$ cat src/rtl/ext_irq_pkg.sv
package ext_irq_pkg;
  typedef enum logic [1:0] {
    SENSE_LOW  = 2'b00,
    SENSE_ANY  = 2'b01,
    SENSE_FALL = 2'b10,
    SENSE_RISE = 2'b11
  } sense_e;

  localparam logic [1:0] ADDR_MODE = 2'd0;
  localparam logic [1:0] ADDR_EN   = 2'd1;
  localparam logic [1:0] ADDR_FLAG = 2'd2;
  localparam int BIT_EXT = 6;
  localparam int BIT_G1  = 5;
  localparam int BIT_G0  = 4;

  // edge decision from the previous and current synchronized samples
  function automatic logic edge_hit(sense_e m, logic prev, logic cur);
    case (m)
      SENSE_ANY:  return prev ^ cur;
      SENSE_FALL: return prev & ~cur;
      SENSE_RISE: return ~prev & cur;
      default:    return 1'b0;
    endcase
  endfunction
endpackage

$ cat src/rtl/irq_sampler.sv
module irq_sampler #(
  parameter int W = 1
) (
  input  logic         clk,
  input  logic         rst_n,
  input  logic [W-1:0] pad,
  output logic [W-1:0] cur,
  output logic [W-1:0] prev,
  output logic         hist_ok
);
  logic [W-1:0] meta_q;
  logic [1:0]   fill_q;

  always_ff @(posedge clk or negedge rst_n) begin
    if (!rst_n) begin
      meta_q <= '0;
      cur    <= '0;
      prev   <= '0;
      fill_q <= '0;
    end else begin
      meta_q <= pad;
      cur    <= meta_q;
      prev   <= cur;
      if (fill_q != 2'd3) fill_q <= fill_q + 2'd1;
    end
  end

  // history holds real pad samples only once the pipeline has filled
  assign hist_ok = (fill_q == 2'd3);
endmodule

$ cat src/rtl/ext_sense.sv
module ext_sense
  import ext_irq_pkg::*;
(
  input  logic   clk,
  input  logic   rst_n,
  input  sense_e mode,
  input  logic   cur,
  input  logic   prev,
  input  logic   hist_ok,
  input  logic   ack,
  input  logic   w1c,
  input  logic   mode_wr,
  output logic   evt,
  output logic   flag,
  output logic   pend
);
  assign evt = hist_ok & edge_hit(mode, prev, cur);

  always_ff @(posedge clk or negedge rst_n) begin
    if (!rst_n)       flag <= 1'b0;
    else if (mode_wr) flag <= 1'b0;
    else if (evt)     flag <= 1'b1;
    else if (ack | w1c) flag <= 1'b0;
  end

  assign pend = (mode == SENSE_LOW) ? (hist_ok & ~cur) : flag;

  a_r3_evt_sets_flag: assert property (@(posedge clk) disable iff (!rst_n)
    (evt && !mode_wr) |=> flag);
  a_r4_level_no_latch: assert property (@(posedge clk) disable iff (!rst_n)
    (mode == SENSE_LOW && cur) |-> !pend);
  a_r10_mode_write_clears: assert property (@(posedge clk) disable iff (!rst_n)
    mode_wr |=> !flag);
endmodule

$ cat src/rtl/pc_detect.sv
module pc_detect #(
  parameter int PINS = 4
) (
  input  logic            clk,
  input  logic            rst_n,
  input  logic [PINS-1:0] cur,
  input  logic [PINS-1:0] prev,
  input  logic [PINS-1:0] mask,
  input  logic            hist_ok,
  input  logic            ack,
  input  logic            w1c,
  output logic            evt,
  output logic            flag
);
  logic [PINS-1:0] diff;
  assign diff = (cur ^ prev) & mask;
  assign evt  = hist_ok & (|diff);

  always_ff @(posedge clk or negedge rst_n) begin
    if (!rst_n)         flag <= 1'b0;
    else if (evt)       flag <= 1'b1;
    else if (ack | w1c) flag <= 1'b0;
  end

  a_r7_evt_sets_flag: assert property (@(posedge clk) disable iff (!rst_n)
    evt |=> flag);
  a_r8_clear_wins_alone: assert property (@(posedge clk) disable iff (!rst_n)
    (ack && !evt) |=> !flag);
endmodule

$ cat src/rtl/ext_irq_unit.sv
module ext_irq_unit
  import ext_irq_pkg::*;
#(
  parameter int PC_PINS = 4
) (
  input  logic                 clk,
  input  logic                 rst_n,
  input  logic [1:0]           reg_addr,
  input  logic                 reg_we,
  input  logic [7:0]           reg_wdata,
  output logic [7:0]           reg_rdata,
  input  logic                 gie,
  input  logic                 ext_pad,
  input  logic [2*PC_PINS-1:0] pc_pad,
  input  logic [2*PC_PINS-1:0] pc_mask,
  input  logic                 ext_ack,
  input  logic [1:0]           pc_ack,
  output logic                 ext_req,
  output logic [1:0]           pc_req,
  output logic                 irq_valid,
  output logic [1:0]           irq_id
);
  localparam int NGRP = 2;
  localparam int NPAD = NGRP * PC_PINS + 1;

  sense_e           mode_q;
  logic             en_ext_q;
  logic [NGRP-1:0]  en_grp_q;
  logic             mode_wr, flag_wr;
  logic [NPAD-1:0]  s_cur, s_prev;
  logic             hist_ok;
  logic             ext_evt, ext_flag, ext_pend;
  logic [NGRP-1:0]  grp_evt, grp_flag;

  assign mode_wr = reg_we && reg_addr == ADDR_MODE;
  assign flag_wr = reg_we && reg_addr == ADDR_FLAG;

  always_ff @(posedge clk or negedge rst_n) begin
    if (!rst_n) begin
      mode_q   <= SENSE_LOW;
      en_ext_q <= 1'b0;
      en_grp_q <= '0;
    end else begin
      if (mode_wr) mode_q <= sense_e'(reg_wdata[1:0]);
      if (reg_we && reg_addr == ADDR_EN) begin
        en_ext_q <= reg_wdata[BIT_EXT];
        en_grp_q <= {reg_wdata[BIT_G1], reg_wdata[BIT_G0]};
      end
    end
  end

  irq_sampler #(.W(NPAD)) u_samp (
    .clk(clk), .rst_n(rst_n), .pad({pc_pad, ext_pad}),
    .cur(s_cur), .prev(s_prev), .hist_ok(hist_ok)
  );

  ext_sense u_ext (
    .clk(clk), .rst_n(rst_n), .mode(mode_q), .cur(s_cur[0]), .prev(s_prev[0]),
    .hist_ok(hist_ok), .ack(ext_ack), .w1c(flag_wr && reg_wdata[BIT_EXT]),
    .mode_wr(mode_wr), .evt(ext_evt), .flag(ext_flag), .pend(ext_pend)
  );

  for (genvar g = 0; g < NGRP; g++) begin : g_grp
    pc_detect #(.PINS(PC_PINS)) u_pc (
      .clk(clk), .rst_n(rst_n),
      .cur(s_cur[1+g*PC_PINS +: PC_PINS]),
      .prev(s_prev[1+g*PC_PINS +: PC_PINS]),
      .mask(pc_mask[g*PC_PINS +: PC_PINS]),
      .hist_ok(hist_ok), .ack(pc_ack[g]),
      .w1c(flag_wr && reg_wdata[BIT_G0+g]),
      .evt(grp_evt[g]), .flag(grp_flag[g])
    );
    assign pc_req[g] = gie & en_grp_q[g] & grp_flag[g];
  end

  assign ext_req = gie & en_ext_q & ext_pend;

  always_comb begin
    irq_valid = ext_req | (|pc_req);
    if (ext_req)        irq_id = 2'd0;
    else if (pc_req[0]) irq_id = 2'd1;
    else if (pc_req[1]) irq_id = 2'd2;
    else                irq_id = 2'd0;
  end

  always_comb begin
    reg_rdata = 8'h00;
    case (reg_addr)
      ADDR_MODE: reg_rdata[1:0] = mode_q;
      ADDR_EN: begin
        reg_rdata[BIT_EXT] = en_ext_q;
        reg_rdata[BIT_G1]  = en_grp_q[1];
        reg_rdata[BIT_G0]  = en_grp_q[0];
      end
      ADDR_FLAG: begin
        reg_rdata[BIT_EXT] = ext_flag;
        reg_rdata[BIT_G1]  = grp_flag[1];
        reg_rdata[BIT_G0]  = grp_flag[0];
      end
      default: reg_rdata = 8'h00;
    endcase
  end

  a_r5_needs_gie: assert property (@(posedge clk) disable iff (!rst_n)
    (ext_req || pc_req != 2'b00) |-> gie);
  a_r9_ext_first: assert property (@(posedge clk) disable iff (!rst_n)
    ext_req |-> (irq_valid && irq_id == 2'd0));
  a_r2_reserved_zero: assert property (@(posedge clk) disable iff (!rst_n)
    (reg_addr == ADDR_EN) |-> (reg_rdata[7] == 1'b0 && reg_rdata[3:0] == 4'h0));
  a_r8_event_beats_ack: assert property (@(posedge clk) disable iff (!rst_n)
    (ext_evt && ext_ack && !mode_wr) |=> ext_flag);
endmodule

$ cat config.mk
export PLATFORM = sky130hd
export DESIGN_NAME = ext_irq_unit
export DESIGN_NICKNAME = d
export VERILOG_FILES = /design/src/rtl/ext_irq_pkg.sv /design/src/rtl/irq_sampler.sv /design/src/rtl/ext_sense.sv /design/src/rtl/pc_detect.sv /design/src/rtl/ext_irq_unit.sv
export SDC_FILE = /design/constraint.sdc
export NUM_CORES = 1
export LEC_CHECK = 0
export CORE_MARGIN = 2
export CORE_UTILIZATION = 45
export DETAILED_ROUTE_END_ITERATION = 6
export PLACE_DENSITY = 0.8
export SLEW_MARGIN = 10
export SYNTH_ARGS = -nofsm -noshare
export SYNTH_HDL_FRONTEND = slang
export SYNTH_HIERARCHICAL = 1
export SYNTH_SLANG_ARGS = --single-unit
$ cat constraint.sdc
create_clock -name clk -period 1.9 [get_ports clk]
set_input_delay 0.38 -clock clk [delete_from_list [all_inputs] [get_ports clk]]
set_output_delay 0.38 -clock clk [all_outputs]
set_load 0.02 [all_outputs]
==> results of run 1 <==
==> per-stage QoR <==
| stage | power (uW) | hold WS [ns] | utilization [%] |
|---|---|---|---|
| after floorplan | 1052 | 0.08441 | - |
| after CTS | 1811 | 0.1196 | 68.47 |
| after global routing | 1910 | 0.1607 | 69.40 |
| after detailed placement | 1247 | 0.3347 | 64.60 |
| final | 1803 | 0.1058 | 69.40 |
| after global placement | 1233 | 0.3324 | 64.60 |
==> what timing repair did <==
action / in CTS / in global routing
gates resized for setup: 49 / 8
endpoints found under the setup margin: 11 / 6
hold endpoints to repair: 0 / 0
pin swaps: 6 / 1
setup buffers: 0 / 2
hold buffers: 0 / 0
==> worst reg2reg max path: cells and delay by family (launching register included) <==
family                   cells  cell delay [ns]
buffers and inverters        2             0.26
multiplexers                 1             0.27
adder cells (fa/ha/maj)      1             0.26
flip-flops                   1             0.40
==> power groups by stage <==
| stage | Combinational [uW] | Clock [uW] | Sequential (uW) |
|---|---|---|---|
| 2_1_floorplan | 157 | 0 | 895 |
| 3_3_place_gp | 335 | 0 | 898 |
| 3_5_place_dp | 347 | 0 | 900 |
| 4_1_cts | 352 | 569 | 889 |
| 5_1_grt | 397 | 609 | 905 |
| 6_report | 363 | 543 | 897 |
==> sequential cells by signal (all words and copies together) (netlist names) <==
name and flops:
u_samp/cur 9, u_samp/meta_q 9, u_samp/prev 9, en_grp_q 2, g_grp.u_pc/flag 2, mode_q 2
u_samp/fill_q 2, en_ext_q 1, u_ext/flag 1
==> metal layers <==
layer | vias to the layer above | part of all wire [%]
met5 | - | 0
met4 | 0 | 2.6
met3 | 10 | 8.3
li1 | 487 | -
met2 | 52 | 51
met1 | 497 | 38
==> cells in the final DEF, fill, tap and decap left out, types with 2 or more instances in the layout <==
cell type and instances:
inv_1 4, ha_1 3, nand2_1 3, clkbuf_4 5
ha_2 2, conb_1 3, xor2_1 8, ha_4 2
and3_1 2, and2_1 2, inv_2 3, buf_4 15
buf_6 2, mux2_4 2, a22oi_2 2, clkdlybuf4s50_1 27
a22oi_1 6, and3_2 3, nor2b_1 3, dlygate4sd2_1 5
mux2_2 5, a21boi_2 2, dfrtp_1 37, a21o_1 2
buf_2 2, nor2_1 4
==> how the worst min path moves through the flow <==
stage	slack [ns]	from	endpoint
final	0.11	rst_n	u_samp/prev[7]$_DFF_PN0_
after global routing	0.16	rst_n	u_samp/cur[2]$_DFF_PN0_
after CTS	0.12	rst_n	u_samp/prev[7]$_DFF_PN0_
after detailed placement	0.33	u_samp/meta_q[4]$_DFF_PN0_	u_samp/cur[4]$_DFF_PN0_
after global placement	0.33	u_samp/meta_q[2]$_DFF_PN0_	u_samp/cur[2]$_DFF_PN0_
after floorplan	0.08	rst_n	en_ext_q$_DFFE_PN0P_
==> final cells by class <==
cell class                      instances  area [um^2]  area share (%)
Sequential cell                        37        925.9           43.00
Timing Repair Buffer                   53        474.2           22.02
Clock buffer                            7        55.05           2.557
Inverter                                7        26.28           1.220
Tap cell                               44        55.05           2.557
Clock inverter                          1        30.03           1.395
Multi-Input combinational cell         64        586.8           27.25
==> results.md, run 1 <==
* Final ANT Viol Nets at 0
* Achievable frequency at 466.0 MHz
* Status: finished with violations
* H-Tree Level Count at 2
* P_leak at 0.001007 uW
* Psw at 437.3 uW
* Clk_lat worst skew at 0.33 ns
* Dpl ws at -0.4990 ns
* Yosys warns at 6
* Type of origin of the critical path: register
* Vias in the first global route at 1081
* Syn Area/Cell at 13.61 um^2
* CTS max path bufs at 2
* Worst slew pin tran at 0.7507 ns
* Largest net degree at the start of global routing at 38
* Initial Util at 47.82%
* Nets at 209
* Syn-to-layout area delta at 45.11%
* Final setup fails at 4
* Initial antenna violation count at 0
* TritonCTS clock tree: yes
* Final setup margin at -0.2461 ns
* Via/cell ratio at 4.911
* Worst path arrival time at 1.77 ns
* CTS root buf: clkbuf_4
* Crit-path cells: ha_2, inv_2, o41ai_4, buf_4, a22oi_2, o21a_1, buf_6
* Final Skew at 0.004167 ns
* # placed instances at 203
* Min Tclk post-route at 2.146 ns
* End point of the critical path: irq_id[1]
* Worst Path Max Fanout at 2
* Switching share of power at 24.26%
* M2 GR Usage at 31.91%
* Register-to-register setup slack at 0.61 ns
* Setup TNS Final at -0.7791 ns
* Area after DPL at 2004 um^2
* Die area at 3773 um^2
* Setup crit start: u_samp/fill_q[1]$_DFFE_PN0P_
* Crit path required time at 1.52 ns
* GRT overflow at 0
* VDD IR max at 0.6392 mV
* Max-Cap Viols at 0
* R2R cell count at 4
* Clk sinks at 37
* 1st-iter DRT viols at 38
* Io pins at 48
* Worst r2r src: u_samp/fill_q[1]$_DFFE_PN0P_
* Total track usage at 17.09%
* Detailed-route DRC error count at 0
* RSZ-0062 raised after global routing: yes
* Clock transition at path regs at 0.10 ns
* Port bufs at 41
* Cell Pwr Density at 837.3 nW/um^2
* Initial DRT Pass Iterations at 4
* Comb power frac at 20.1%
* GR Util met3 at 5.672%
* Hpwl dp at 2007 um
* Largest delay share family, worst path: compound AO/OA/AOI/OAI gates
* First-pass GRT wire length at 4512 um
* Inserted Diodes at 0
* Clk pwr share at 30.1%
* Placer Congestion at 0.8138
* Reg power frac at 49.7%
* Instance count on the critical path at 7
* Core Area at 3103 um^2
* Final Hold Viols at 0
* Slowest library cell on the worst path: dfrtp_1
* Die X at 61.43 um
* Int Pwr at 1366 uW
* Final Cell Area at 2153 um^2
* Max_slew headroom at 49.96%
* Non-Filler Instances at 213
* Die H at 61.43 um
* Synth Cell Area at 1484 um^2
* Max Slew Vio Count at 0
* Final period util at 113.0%
* Share of layout cells above drive strength 1 at 31.36%
* CP Class: register to output pin
* Worst path max stage delay at 0.37 ns
* Fillers at 237
* TritonCTS Buffers at 5
* Gate Count Post-Synth at 109
* Vias at 1046
* Worst r2r dst: u_samp/fill_q[1]$_DFFE_PN0P_
* Wirelength per Cell at 13.21 um
* Final WL at 2814 um
* CP Capture Type: output pin
* Failing checks: setup timing
* Min-Delay Path Class: input pin to async pin
* FP Rows at 20
* GR peak layer: met2
* WP buf/inv at 3
* M1 GR Usage at 17.37%
Power figures use the tool's default switching activity.
==> run 2: changes to the inputs <==
--- a/config.mk
+++ b/config.mk
@@ -9,3 +9,5 @@
 export CORE_UTILIZATION = 45
+export CTS_CLUSTER_SIZE = 8
 export DETAILED_ROUTE_END_ITERATION = 6
+export HOLD_SLACK_MARGIN = 0.05
 export PLACE_DENSITY = 0.8
--- a/constraint.sdc
+++ b/constraint.sdc
@@ -3,2 +3,2 @@
 set_output_delay 0.38 -clock clk [all_outputs]
-set_load 0.02 [all_outputs]
+set_load 0.005 [all_outputs]
==> run 2 against run 1 <==
- critical endpoint unchanged
- the flow still finishes with violations (setup timing)
- clock power decreased by 17%
- clock-buffer cell count unchanged
- register-to-register slack worse by 0.15 ns
- design area up 1.3%
- critical path depth unchanged
- sequential power about the same
- clock skew grew 0.0010 ns
- non-clock buffer count rose by 3
- largest power group unchanged
- combinational power decreased by 8.8%
- sequential cell count is the same
- worst setup slack improved by 0.012 ns
- first-iteration DRC count shrank 21%
==> results.md, run 2 (same netlist as run 1, synthesis figures left out) <==
* Failing checks: setup timing
* Detailed-route DRC error count at 0
* Worst Hold Margin at 0.1133 ns
* VDD IR max at 0.5125 mV
* Clk_lat worst skew at 0.33 ns
* Worst r2r dst: u_samp/fill_q[1]$_DFFE_PN0P_
* CP Capture Type: output pin
* Via/cell ratio at 4.708
* Initial antenna violation count at 0
* Placer Congestion at 0.8250
* Io pins at 48
* GRT overflow at 0
* Most frequent cells in the layout: dfrtp_1, clkdlybuf4s50_1, buf_4, xor2_1, a22oi_1
* Min Tclk post-route at 2.134 ns
* Final period util at 112.3%
* Final WL at 2776 um
* Vias in the first global route at 1055
* Setup TNS Final at -0.7819 ns
* P_leak at 0.001036 uW
* Initial Util at 47.82%
* Largest net degree at the start of global routing at 38
* Final ANT Viol Nets at 0
* RSZ-0062 raised after global routing: yes
* Cell Pwr Density at 771.2 nW/um^2
* Clk sinks at 37
* Min-Delay Path Class: input pin to async pin
* CTS root buf: clkbuf_4
* Achievable frequency at 468.5 MHz
* First-pass GRT wire length at 4574 um
* Total track usage at 17.17%
* Die X at 61.43 um
* CP Class: register to output pin
* Max Slew Vio Count at 0
* Worst slew pin tran at 0.7588 ns
* Largest regs: u_samp/cur: 9 flops, u_samp/meta_q: 9 flops, u_samp/prev: 9 flops
* Final setup fails at 4
* Final Skew at 0.005210 ns
* Initial DRT Pass Iterations at 4
* End point of the critical path: irq_id[1]
* Wirelength per Cell at 12.85 um
* Inserted Diodes at 0
* Setup crit start: u_samp/fill_q[0]$_DFFE_PN0P_
* Die H at 61.43 um
* H-Tree Level Count at 2
* Most common cell after layout, fill and taps aside: dfrtp_1
* Status: finished with violations
* Crit path required time at 1.52 ns
* # placed instances at 203
* Clock transition at path regs at 0.10 ns
* Max_slew headroom at 49.41%
* Max-Cap Viols at 0
* Worst path arrival time at 1.75 ns
* Syn-to-layout area delta at 46.96%
* Final Hold Viols at 0
* Core Area at 3103 um^2
* Hpwl dp at 2016 um
* TritonCTS Buffers at 5
* Port bufs at 41
* Hold Buf Count CTS at 0
* Total power at 1682 uW
* Final setup margin at -0.2344 ns
* Die area at 3773 um^2
* Nets at 212
* 1st-iter DRT viols at 30
* R2R cell count at 5
* Share of layout cells above drive strength 1 at 33.72%
* Non-Filler Instances at 216
* Type of origin of the critical path: register
* Worst Path Max Fanout at 2
* Vias at 1017
* FP Rows at 20
* Worst r2r src: u_samp/fill_q[0]$_DFFE_PN0P_
* CTS max path bufs at 2
* Register-to-register setup slack at 0.46 ns
* TritonCTS clock tree: yes
[run 2: changes by cell type in the layout (fill, tap and decap cells not counted), sizes merged]
cell / before / now
clkbuf: 8 / 7
clkinv: 0 / 1
dlymetal6s2s: 0 / 2
bufinv: 1 / 0
buf: 19 / 21
[run 2: layer usage]
layer	track usage, %	up-vias	wire (um)
li1	-	489	-
met1	19.89	477	1151
met2	31.46	45	1431
met3	3.361	6	159
met4	6.383	0	34
met5	0	-	0
[run 2: how the worst min path moves through the flow]
stage                     slack, ns                         end
after CTS                      0.13  u_samp/meta_q[6]$_DFF_PN0_
after global placement         0.33     u_samp/cur[2]$_DFF_PN0_
after global routing           0.17  u_samp/meta_q[7]$_DFF_PN0_
final                          0.11  u_samp/meta_q[7]$_DFF_PN0_
after floorplan                0.08        en_ext_q$_DFFE_PN0P_
after detailed placement       0.33     u_samp/cur[6]$_DFF_PN0_
[run 2: worst max-delay path, cell delays in order (launching register included)]
cell and delay (ns):
dfrtp_1 0.39, ha_2 0.20, inv_2 0.05, o41ai_4 0.24
buf_4 0.17, a22oi_2 0.07, o21a_1 0.18, buf_2 0.12
[run 2: area by class of cell]
class                      count  area (um^2)
clock buffer                   7        65.06
clock inverter                 1        5.005
fill                         236        922.1
inverter                       7        28.78
multi-input combinational     64        599.3
sequential                    37        928.4
tap                           44        55.05
timing repair buffer          56        499.2
[run 2: report_power, final]
group          internal, uW  switching [uW]  leakage [uW]
Combinational           208             123      0.000573
Clock                   214             236     0.0000413
Sequential              848            52.5      0.000422
[run 2: timing repair]
item	4_1_cts	5_1_grt
pin swaps	5	1
endpoints found under the setup margin	11	7
setup buffers	3	2
gates resized for setup	48	3
hold endpoints to repair	0	0
[run 2: per-stage QoR]
step	util (%)	instance area [um^2]	setup WS, ns
after floorplan	-	1491	0.1863
after global placement	64.60	2004	-0.3763
after detailed placement	64.60	2004	-0.4093
after CTS	69.60	2160	-0.1987
after global routing	70.28	2181	-0.3074
final	70.28	2181	-0.2344
